`config.mk`:
```
export PLATFORM = sky130hd
export DESIGN_NAME = phase_retimer
export DESIGN_NICKNAME = d
export VERILOG_FILES = /design/src/rtl/retimer_pkg.sv /design/src/rtl/retimer_phase_gen.sv /design/src/rtl/retimer_sample_stage.sv /design/src/rtl/retimer_hold_reg.sv /design/src/rtl/phase_retimer.sv
export SDC_FILE = /design/constraint.sdc
export NUM_CORES = 1
export LEC_CHECK = 0
export ABC_AREA = 0
export CORE_MARGIN = 8
export CORE_UTILIZATION = 62
export CTS_CLUSTER_DIAMETER = 30
export DETAILED_ROUTE_END_ITERATION = 12
export DONT_BUFFER_PORTS = 1
export PLACE_DENSITY = 0.8
export SLEW_MARGIN = 20
export SYNTH_ARGS = -nofsm -noshare
export SYNTH_HDL_FRONTEND = slang
export SYNTH_SLANG_ARGS = --single-unit
export TNS_END_PERCENT = 50
```
`constraint.sdc`:
```
create_clock -name clk_fast -period 2 [get_ports clk_fast]
set_clock_uncertainty 0.1 [all_clocks]
set_input_delay 0.1 -clock clk_fast [delete_from_list [all_inputs] [get_ports clk_fast]]
set_output_delay 0.1 -clock clk_fast [all_outputs]
set_load 0.02 [all_outputs]
```
`src/rtl/retimer_pkg.sv`:
```
package retimer_pkg;
  localparam int unsigned PH_W   = 4;
  localparam int unsigned N_PH   = 1 << PH_W;
  localparam int unsigned CFG_W  = 2 * PH_W;
  localparam int unsigned LAST_PH = N_PH - 1;
  localparam int unsigned HALF_OFS = N_PH / 2;

  typedef logic [PH_W-1:0] phase_t;

  // upper field of the configuration byte: sample-stage phase
  function automatic phase_t cfg_sample(input logic [CFG_W-1:0] cfg);
    return cfg[CFG_W-1:PH_W];
  endfunction

  // lower field of the configuration byte: sync-stage phase
  function automatic phase_t cfg_sync(input logic [CFG_W-1:0] cfg);
    return cfg[PH_W-1:0];
  endfunction

  // phase offset with wrap-around
  function automatic phase_t phase_add(input phase_t p, input int unsigned d);
    return phase_t'((int'(p) + int'(d)) % int'(N_PH));
  endfunction

  // legality of a phase pairing for the selected mode
  function automatic logic phase_illegal(input logic lvds, input phase_t samp,
                                         input phase_t sync);
    logic late_sync;
    logic cmos_clash;
    late_sync  = (sync >= phase_t'(LAST_PH - 1));
    cmos_clash = (samp == sync) || (samp == phase_add(sync, LAST_PH));
    return late_sync || (!lvds && cmos_clash);
  endfunction
endpackage

```
`src/rtl/retimer_phase_gen.sv`:
```
module retimer_phase_gen
  import retimer_pkg::*;
#(
  parameter int unsigned PW = PH_W
) (
  input  logic          clk,
  input  logic          rst_n,
  output logic [PW-1:0] phase
);
  always_ff @(posedge clk or negedge rst_n) begin
    if (!rst_n) phase <= '0;
    else        phase <= phase + 1'b1;
  end
endmodule

```
`src/rtl/retimer_sample_stage.sv`:
```
module retimer_sample_stage #(
  parameter int unsigned DW = 32
) (
  input  logic          clk,
  input  logic          rst_n,
  input  logic          lvds,
  input  logic          hit_lo,
  input  logic          hit_hi,
  input  logic [DW-1:0] din,
  output logic [DW-1:0] q
);
  localparam int unsigned HW = DW / 2;

  for (genvar g = 0; g < 2; g++) begin : g_half
    logic [HW-1:0] src;
    logic          load;
    // narrow mode feeds both halves from the low pins, at different phases
    assign src  = lvds ? din[HW-1:0] : din[g*HW +: HW];
    if (g == 0) begin : g_lo
      assign load = hit_lo;
    end else begin : g_hi
      assign load = lvds ? hit_hi : hit_lo;
    end
    always_ff @(posedge clk or negedge rst_n) begin
      if (!rst_n)    q[g*HW +: HW] <= '0;
      else if (load) q[g*HW +: HW] <= src;
    end
  end
endmodule

```
`src/rtl/retimer_hold_reg.sv`:
```
module retimer_hold_reg #(
  parameter int unsigned DW = 32
) (
  input  logic          clk,
  input  logic          rst_n,
  input  logic          en,
  input  logic [DW-1:0] d,
  output logic [DW-1:0] q
);
  always_ff @(posedge clk or negedge rst_n) begin
    if (!rst_n)  q <= '0;
    else if (en) q <= d;
  end
endmodule

```
`src/rtl/phase_retimer.sv`:
```
module phase_retimer
  import retimer_pkg::*;
#(
  parameter int unsigned DW = 32
) (
  input  logic             clk_fast,
  input  logic             rst_n,
  input  logic             mode_lvds,
  input  logic [CFG_W-1:0] phase_cfg,
  input  logic [DW-1:0]    din,
  output logic [DW-1:0]    dout,
  output logic             timing_bad
);
  phase_t        ph;
  phase_t        samp_ph;
  phase_t        sync_ph;
  logic          samp_hit;
  logic          samp_hi_hit;
  logic          sync_hit;
  logic          last_hit;
  logic          out_load;
  logic [DW-1:0] stage1;
  logic [DW-1:0] stage2;

  assign samp_ph     = cfg_sample(phase_cfg);
  assign sync_ph     = cfg_sync(phase_cfg);
  assign timing_bad  = phase_illegal(mode_lvds, samp_ph, sync_ph);

  assign samp_hit    = (ph == samp_ph);
  assign samp_hi_hit = (ph == phase_add(samp_ph, HALF_OFS));
  assign sync_hit    = (ph == sync_ph);
  assign last_hit    = (ph == phase_t'(LAST_PH));
  assign out_load    = last_hit && !timing_bad;

  retimer_phase_gen #(.PW(PH_W)) u_phase (
    .clk(clk_fast), .rst_n(rst_n), .phase(ph)
  );

  retimer_sample_stage #(.DW(DW)) u_sample (
    .clk(clk_fast), .rst_n(rst_n), .lvds(mode_lvds),
    .hit_lo(samp_hit), .hit_hi(samp_hi_hit), .din(din), .q(stage1)
  );

  retimer_hold_reg #(.DW(DW)) u_sync (
    .clk(clk_fast), .rst_n(rst_n), .en(sync_hit), .d(stage1), .q(stage2)
  );

  retimer_hold_reg #(.DW(DW)) u_final (
    .clk(clk_fast), .rst_n(rst_n), .en(out_load), .d(stage2), .q(dout)
  );
endmodule

```
==> flow_metrics.tcl, run 1 <==
set metrics [dict create \
    grtUsageTotal_pct 17.8 \
    synth_top_family_by_area "multiplexers" \
    violations "hold timing" \
    root_buffer "clkbuf_8" \
    dr.first_iter.drc_count 95 \
    pwr-share-comb_pct 16.3 \
    ys_ff_latch 100 \
    pin_count 76 \
    synthAdderAreaFrac_pct 0.895 \
    die_x_um 98.3 \
    clkPwrFrac_pct 23.5 \
    slew_violations 0 \
    grt_pass1_wl_um 13400 \
    p_leak_nw 2.40 \
    clkLatencyLatePin_ns 0.35 \
    synth_cell_types 24 \
    power_frac_seq_pct 60.2 \
    min_period_over_period_pct 89.0 \
    synthXorXnorAreaFrac_pct 3.94 \
    synth_simple_gate_area_share_pct 2.48 \
    io_buffers 0 \
    syn_to_final_growth_pct 18.6 \
    setup_viol 0 \
    p_switching_mw 1.67 \
    grt_antenna_before_repair 0 \
    power_density_nw_per_um2 1130 \
    worstSetupPathType "flip-flop to flip-flop" \
    syn_nets 322 \
    num_rows 30 \
    layout-drive-gt1-share_pct 31.4 \
    final_common_cell "dfrtp_1" \
    grt_start_max_net_pins 101 \
    yosysWarnings 0 \
    switching_share_pct 29.7 \
    n_antenna_cell 0 \
    fillers 420 \
    whs_ns -0.670 \
    dp_hpwl_um 5120 \
    avgRoutedWirePerCell_um 19.7 \
    wl_um 8150 \
    maxCapViolCount 0 \
    place_inst 350 \
    finalNetCount 375 \
    cts_tree "yes" \
    cts_buffers 9 \
    setup_tns_ns 0 \
    stdcell_count 414 \
    die-area_um2 9660 \
    hold_class "input pin to asynchronous set/reset pin" \
    cp.required_ns 2.13 \
    slew_headroom_pct 79.3 \
    hold_viol 100 \
    ctsHoldBuffers 48 \
    worstMarginPinSlew_ns 0.308 \
    cts_num_sinks 100 \
    cp_slowest_cell "dfrtp_1" \
    fmax_mhz 562 \
    core_area_um2 6680 \
    route.detailed.drc 0 \
    avgSynthCellArea_um2 15.2 \
    vias_per_cell 5.66 \
    initial_core_util_pct 62.8 \
    clk_path_buf_depth 2 \
    final_cell_mix "100 x dfrtp_1, 50 x mux2_2, 48 x dlygate4sd3_1, 30 x mux2_4, 18 x nand2_1" \
    arrival_ns 1.91 \
    path_clk_slew_ns 0.10 \
    first_pass_iters 4 \
    slowest_delay_ns 0.44 \
    status "finished with violations" \
    synth.cell_area_um2 4200 \
    rsz0062_at_grt "false" \
    grt_overflow 0 \
    h-tree-depth 3 \
    syn_inst 276 \
    postRouteAntennaNets 0 \
    yosysSeqAreaShare_pct 59.6 \
    synthMuxAreaShare_pct 28.0 \
    timing.final.crit_period_ns 1.78 \
    gp_congestion 0.874 \
    postCtsSetupBuffers 0 \
    grt_pass1_vias 2513 \
    crit_fanout 11 \
    cts_resized 0 \
    die_y_um 98.3 \
    synth_compound_area_share_pct 2.98 \
    power.internal_mw 3.94 \
    start_kind "flip-flop" \
    peakVddDrop_mv 0.730 \
    path_cells "ha_1 > and4_1 > o21ai_4 > buf_4 > mux2_4" \
    endpoint_kind "flip-flop" \
    dr_total_vias 2342 \
]
==> Yosys cell counts <==
cell type / instances / area share (%)
buf_2: 4 / 0.48
mux2i_1: 16 / 3.8
buf_4: 1 / 0.18
buf_6: 3 / 0.81
o21ai_0: 17 / 2.0
o21ai_4: 1 / 0.39
nand2_1: 18 / 1.6
mux2_4: 30 / 11
xnor2_1: 8 / 1.7
o211ai_1: 1 / 0.18
xor2_1: 9 / 1.9
nand3_1: 1 / 0.12
mux2_2: 50 / 13
nor3_1: 2 / 0.24
buf_1: 1 / 0.089
and4_1: 1 / 0.21
ha_1: 3 / 0.89
a41oi_2: 1 / 0.39
nand4_1: 1 / 0.15
xor2_2: 1 / 0.39
clkbuf_1: 3 / 0.27
dfrtp_1: 100 / 60
nor4_1: 1 / 0.15
inv_1: 3 / 0.27
==> stage by stage <==
stage / utilization, % / hold slack, ns / setup slack [ns] / cell area, um^2 / power, mW
3_5_place_dp: 64.2 / -0.292 / 0.190 / 4290 / 4.24
5_1_grt: 74.5 / -0.701 / 0.140 / 4980 / 5.87
4_1_cts: 74.5 / -0.685 / 0.214 / 4980 / 5.63
6_report: 74.5 / -0.670 / 0.220 / 4980 / 5.61
3_3_place_gp: 64.2 / -0.291 / 0.243 / 4290 / 4.17
2_1_floorplan: - / -0.296 / 0.314 / 4200 / 3.99
==> state kept, by name, indices dropped and copies added (netlist names) <==
name	cells
u_sync.q	32
u_sample.q	32
u_final.q	32
u_phase.phase	4
==> power groups by stage <==
stage               clock network [mW]  logic, mW  registers [mW]
floorplan                            0      0.741            3.25
detailed placement                   0      0.810            3.43
CTS                               1.34      0.902            3.39
global placement                     0      0.767            3.40
global route                      1.41      0.989            3.47
finish                            1.32      0.912            3.38
==> path summary, 6_finish.rpt <==
path	depth (start not counted)	to	startpoint	slack [ns]
hold reg to reg	2	u_sample.q[17]	u_sample.q[17]	0.40
max in group asynchronous	0	u_sample.q[9]	rst_n	2.35
setup reg to reg	5	u_final.q[1]	u_phase.phase[0]	0.22
setup / recovery	5	u_final.q[1]	u_phase.phase[0]	0.22
min in group clk_fast	3	u_final.q[4]	mode_lvds	0.10
hold / removal	0	u_sample.q[31]	rst_n	-0.67
==> critical path, delay by kind of cell, from the launching register on <==
kind	cells	cell delay (ns)
adders and majority gates	1	0.24
AOI/OAI and AO/OA	1	0.08
buffers and inverters	1	0.27
muxes	1	0.32
DFF	1	0.44
and+or+nand+nor	1	0.22
==> area by class of cell <==
type / count / area (um^2) / area share (%)
tap: 80 / 100 / 2.01
timing repair buffer: 54 / 551 / 11.1
inverter: 3 / 11.3 / 0.226
multi-input combinational: 161 / 1610 / 32.3
clock inverter: 6 / 68.8 / 1.38
clock buffer: 10 / 138 / 2.77
sequential: 100 / 2500 / 50.3
==> routing by layer <==
layer	GRT usage, %	up-vias	share of wire (%)
li1	-	1070	-
met1	21.4	1196	42
met2	29.2	60	50
met3	5.76	16	6.3
met4	6.26	0	1.7
met5	0	-	0
==> logic make-up after synthesis <==
logic type               after synthesis
AND/OR/NAND/NOR                       24
adder cells (fa/ha/maj)                3
AO/OA/AOI/OAI                         20
multiplexers                          96
flip-flops                           100
buffers and inverters                 15
XOR/XNOR                              18
(Power assumes the default switching activity.)
==> run 2, diff against run 1 <==
--- a/config.mk
+++ b/config.mk
@@ -7,11 +7,11 @@
 export LEC_CHECK = 0
 export ABC_AREA = 0
 export CORE_MARGIN = 8
-export CORE_UTILIZATION = 62
+export CORE_UTILIZATION = 64
 export CTS_CLUSTER_DIAMETER = 30
 export DETAILED_ROUTE_END_ITERATION = 12
 export DONT_BUFFER_PORTS = 1
-export PLACE_DENSITY = 0.8
+export PLACE_DENSITY = 0.91
 export SLEW_MARGIN = 20
 export SYNTH_ARGS = -nofsm -noshare
 export SYNTH_HDL_FRONTEND = slang
==> constraint.sdc (replaced) <==
create_clock -name clk_fast -period 2.14 [get_ports clk_fast]
set_clock_uncertainty 0.1 [all_clocks]
set_input_delay 0.107 -clock clk_fast [delete_from_list [all_inputs] [get_ports clk_fast]]
set_output_delay 0.107 -clock clk_fast [all_outputs]
set_load 0.02 [all_outputs]
==> flow_metrics.tcl, run 2 (same netlist as run 1, synthesis figures left out) <==
set metrics [dict create \
    status "finished with violations" \
    violations "hold timing" \
    die_x_um 97.0 \
    whs_ns -0.658 \
    setup_tns_ns 0 \
    dr.first_iter.drc_count 59 \
    slew_headroom_pct 75.6 \
    maxCapViolCount 0 \
    path_clk_slew_ns 0.09 \
    cts_resized 0 \
    cp.required_ns 2.28 \
    grt_pass1_vias 2574 \
    route.detailed.drc 0 \
    fillers 329 \
    finalNetCount 375 \
    hold_class "input pin to asynchronous set/reset pin" \
    grtUsageTotal_pct 18.2 \
    crit_fanout 14 \
    hold_viol 100 \
    worstMarginPinSlew_ns 0.363 \
    vias_per_cell 5.70 \
    grt_start_max_net_pins 101 \
    root_buffer "clkbuf_8" \
    layout_setup_ws_ns 0.256 \
    final_util_pct 78.5 \
    gp_congestion 0.871 \
    die-area_um2 9400 \
    cts_num_sinks 100 \
    min_period_over_period_pct 88.0 \
    peakVddDrop_mv 0.719 \
    p_leak_nw 2.40 \
    final_common_cell "dfrtp_1" \
    crit_buf_inv 1 \
    slowest_delay_ns 0.45 \
    die_y_um 97.0 \
    setup_viol 0 \
    top_regs "u_final.q (32), u_sample.q (32), u_sync.q (32)" \
    endpoint_kind "flip-flop" \
    clk_path_buf_depth 2 \
    power_density_nw_per_um2 1070 \
    postRouteAntennaNets 0 \
    grt_pass1_wl_um 13800 \
    initial_core_util_pct 66.1 \
    wl_um 8450 \
    rsz0062_at_grt "false" \
    dr_total_vias 2348 \
    total_power_mw 5.31 \
    path_cells "ha_1 > and4_1 > o21ai_4 > buf_4 > mux2_4" \
    clkLatencyLatePin_ns 0.35 \
    avgRoutedWirePerCell_um 20.5 \
    cts_tree "yes" \
    ctsHoldBuffers 48 \
    grt_overflow 0 \
    cp_slowest_cell "dfrtp_1" \
    slew_violations 0 \
    core_area_um2 6350 \
    final_cell_mix "100 x dfrtp_1, 50 x mux2_2, 48 x dlygate4sd3_1, 30 x mux2_4, 18 x nand2_1" \
    io_buffers 0 \
    dp_hpwl_um 5310 \
    layout-drive-gt1-share_pct 31.1 \
    timing.final.crit_period_ns 1.88 \
    cp_top_family "flip-flops" \
    pin_count 76 \
    cts_buffers 9 \
    fmax_mhz 531 \
    num_rows 29 \
    arrival_ns 2.02 \
    syn_to_final_growth_pct 18.8 \
    grt_antenna_before_repair 1 \
    first_pass_iters 4 \
    h-tree-depth 3 \
    worstSetupPathType "flip-flop to flip-flop" \
    postCtsSetupBuffers 0 \
    start_kind "flip-flop" \
    dpl_worst_slack_ns 0.242 \
]
==> run 2: metal layers <==
| metal | up-vias | part of all wire, % | track usage (%) |
|---|---|---|---|
| met5 | - | 0 | 0 |
| met4 | 0 | 2.4 | 8.05 |
| met3 | 14 | 5.3 | 5.26 |
| met2 | 54 | 51 | 30.8 |
| met1 | 1210 | 41 | 20.8 |
| li1 | 1070 | - | - |
==> run 2: cell type report <==
cell class | instances | area [um^2] | share of cell area (%)
antenna | 1 | 2.50 | 0.0502
timing repair buffer | 54 | 551 | 11.0
clock inverter | 6 | 86.3 | 1.73
sequential | 100 | 2500 | 50.2
multi-input combinational | 161 | 1610 | 32.2
tap | 77 | 96.3 | 1.93
clock buffer | 10 | 128 | 2.56
inverter | 3 | 11.3 | 0.226
==> run 2: per-stage QoR <==
stage	area, um^2	hold slack, ns	std cells
4_1_cts	4980	-0.675	411
6_report	4980	-0.658	412
5_1_grt	4980	-0.686	412
3_3_place_gp	4290	-0.285	347
3_5_place_dp	4290	-0.285	347
2_1_floorplan	4200	-0.289	276
==> run 2: report_power, final <==
group          leakage, nW  total, mW  internal [mW]  switching [mW]
Sequential            1.25       3.17           2.47           0.698
Clock                0.107       1.28          0.659           0.621
Combinational         1.05      0.857          0.625           0.232
Total                 2.40       5.31           3.76            1.55
==> run 2: worst paths after layout <==
kind,cells past startpoint,slack (ns),startpoint,to
hold / removal,0,-0.66,rst_n,u_final.q[31]
min in group clk_fast,3,0.11,mode_lvds,u_final.q[31]
max in group asynchronous,0,2.45,rst_n,u_final.q[27]
setup / recovery,5,0.26,u_phase.phase[0],u_final.q[3]
setup reg to reg,5,0.26,u_phase.phase[0],u_final.q[3]
hold reg to reg,2,0.38,u_sample.q[16],u_sample.q[16]
==> run 3, diff against run 2 <==
--- a/config.mk
+++ b/config.mk
@@ -6,7 +6,7 @@
 export NUM_CORES = 1
 export LEC_CHECK = 0
 export ABC_AREA = 0
-export CORE_MARGIN = 8
+export CORE_MARGIN = 5
 export CORE_UTILIZATION = 64
 export CTS_CLUSTER_DIAMETER = 30
 export DETAILED_ROUTE_END_ITERATION = 12
==> flow_metrics.tcl, run 3 (same netlist as run 1, synthesis figures left out) <==
set metrics [dict create \
    power_density_nw_per_um2 1050 \
    final_util_pct 78.0 \
    core_area_um2 6350 \
    path_clk_slew_ns 0.10 \
    layout_setup_ws_ns 0.287 \
    cts_tree "yes" \
    endpoint_kind "flip-flop" \
    dp_hpwl_um 5050 \
    grtUsageTotal_pct 21.3 \
    initial_core_util_pct 66.1 \
    power_frac_seq_pct 60.9 \
    setup_tns_ns 0 \
    worstMarginPinSlew_ns 0.362 \
    crit_buf_inv 1 \
    wl_met3_um 390 \
    first_pass_iters 4 \
    n_antenna_cell 0 \
    peakVddDrop_mv 0.694 \
    hold_viol 100 \
    final_cell_mix "100 x dfrtp_1, 50 x mux2_2, 48 x dlygate4sd3_1, 30 x mux2_4, 18 x nand2_1" \
    p_leak_nw 2.39 \
    cp_num_cells 5 \
    grt_pass1_wl_um 13700 \
    place_area_um2 4290 \
    total_power_mw 5.20 \
    top_layer "met4" \
    wl_um 8460 \
    final_cell_area_um2 4950 \
    postCtsSetupBuffers 0 \
    violations "hold timing" \
    worstReg2RegEnd "u_final.q[0]" \
    ctsHoldBuffers 48 \
    stdcell_count 410 \
    dr.first_iter.drc_count 105 \
    slowest_delay_ns 0.44 \
    switching_share_pct 29.9 \
    h-tree-depth 3 \
    grt_pass1_vias 2583 \
    rsz0062_at_grt "false" \
    dpl_worst_slack_ns 0.254 \
    io_buffers 0 \
    worstReg2RegStart "u_phase.phase[0]" \
    grt_antenna_before_repair 0 \
    start_kind "flip-flop" \
    whs_ns -0.663 \
    startpoint "u_phase.phase[0]" \
    postRouteAntennaNets 0 \
    pin_count 76 \
    r2r_cells 5 \
    die_x_um 91.0 \
    power.internal_mw 3.64 \
    setup_viol 0 \
    worstSetupPathType "flip-flop to flip-flop" \
    cts_num_sinks 100 \
    clkPwrFrac_pct 22.5 \
    status "finished with violations" \
    hold_class "input pin to asynchronous set/reset pin" \
    fmax_mhz 540 \
    cp_slowest_cell "dfrtp_1" \
    gp_congestion 0.753 \
    p_switching_mw 1.55 \
    vias_per_cell 5.77 \
    final_common_cell "dfrtp_1" \
    dr_total_vias 2367 \
    die_y_um 91.0 \
    met2_length_um 4460 \
    clk_path_buf_depth 2 \
    cp.required_ns 2.27 \
    num_rows 29 \
    pwr-share-comb_pct 16.6 \
    cts_buffers 9 \
    grt_start_max_net_pins 101 \
    slew_headroom_pct 75.7 \
    path_cells "ha_1 > and4_1 > o21ai_4 > buf_4 > mux2_4" \
    place_inst 347 \
    finalNetCount 375 \
    maxCapViolCount 0 \
    crit_end "u_final.q[0]" \
    layout-drive-gt1-share_pct 30.9 \
    clkLatencyLatePin_ns 0.35 \
    slew_violations 0 \
    avgRoutedWirePerCell_um 20.6 \
    die-area_um2 8270 \
    reg2reg_slack_ns 0.29 \
    syn_to_final_growth_pct 18.1 \
    crit_fanout 14 \
    timing.final.crit_period_ns 1.85 \
    min_period_over_period_pct 86.6 \
    cp_top_family "flip-flops" \
    root_buffer "clkbuf_8" \
    met1_length_um 3390 \
    top_regs "u_final.q (32), u_sample.q (32), u_sync.q (32)" \
    grt_overflow 0 \
    cts_resized 0 \
    route.detailed.drc 0 \
    arrival_ns 1.98 \
]
==> run 3: power by group through the flow <==
stage / Clock (mW) / Sequential, mW / Combinational (mW)
5_1_grt: 1.28 / 3.23 / 0.944
6_report: 1.17 / 3.16 / 0.863
4_1_cts: 1.18 / 3.16 / 0.856
2_1_floorplan: 0 / 3.04 / 0.692
3_3_place_gp: 0 / 3.16 / 0.714
3_5_place_dp: 0 / 3.20 / 0.767
==> run 3: worst min path at each step <==
stage / from / endpoint
6_report: rst_n / u_final.q[17]
5_1_grt: rst_n / u_final.q[31]
4_1_cts: rst_n / u_final.q[14]
3_5_place_dp: rst_n / u_final.q[17]
3_3_place_gp: rst_n / u_final.q[17]
2_1_floorplan: rst_n / u_final.q[0]
==> run 3: cell type report <==
type	instances	area, um^2
flip-flops and latches	100	2500
multi-input cells	161	1610
fillers	347	1400
repair buffers	54	551
clock buffers	10	128
well taps	77	96.3
clock inverters	5	61.3
inverters	3	11.3
==> run 3: worst reg2reg max path, cell delays in order (launching register included) <==
cell	delay, ns
dfrtp_1	0.44
ha_1	0.25
and4_1	0.22
o21ai_4	0.08
buf_4	0.31
mux2_4	0.33
==> run 3: routing by layer <==
layer  GRT usage, %  vias to the layer above
li1               -                     1069
met1           25.8                     1222
met2           35.8                       56
met3           6.03                       20
met4           8.68                        0
met5              0                        -
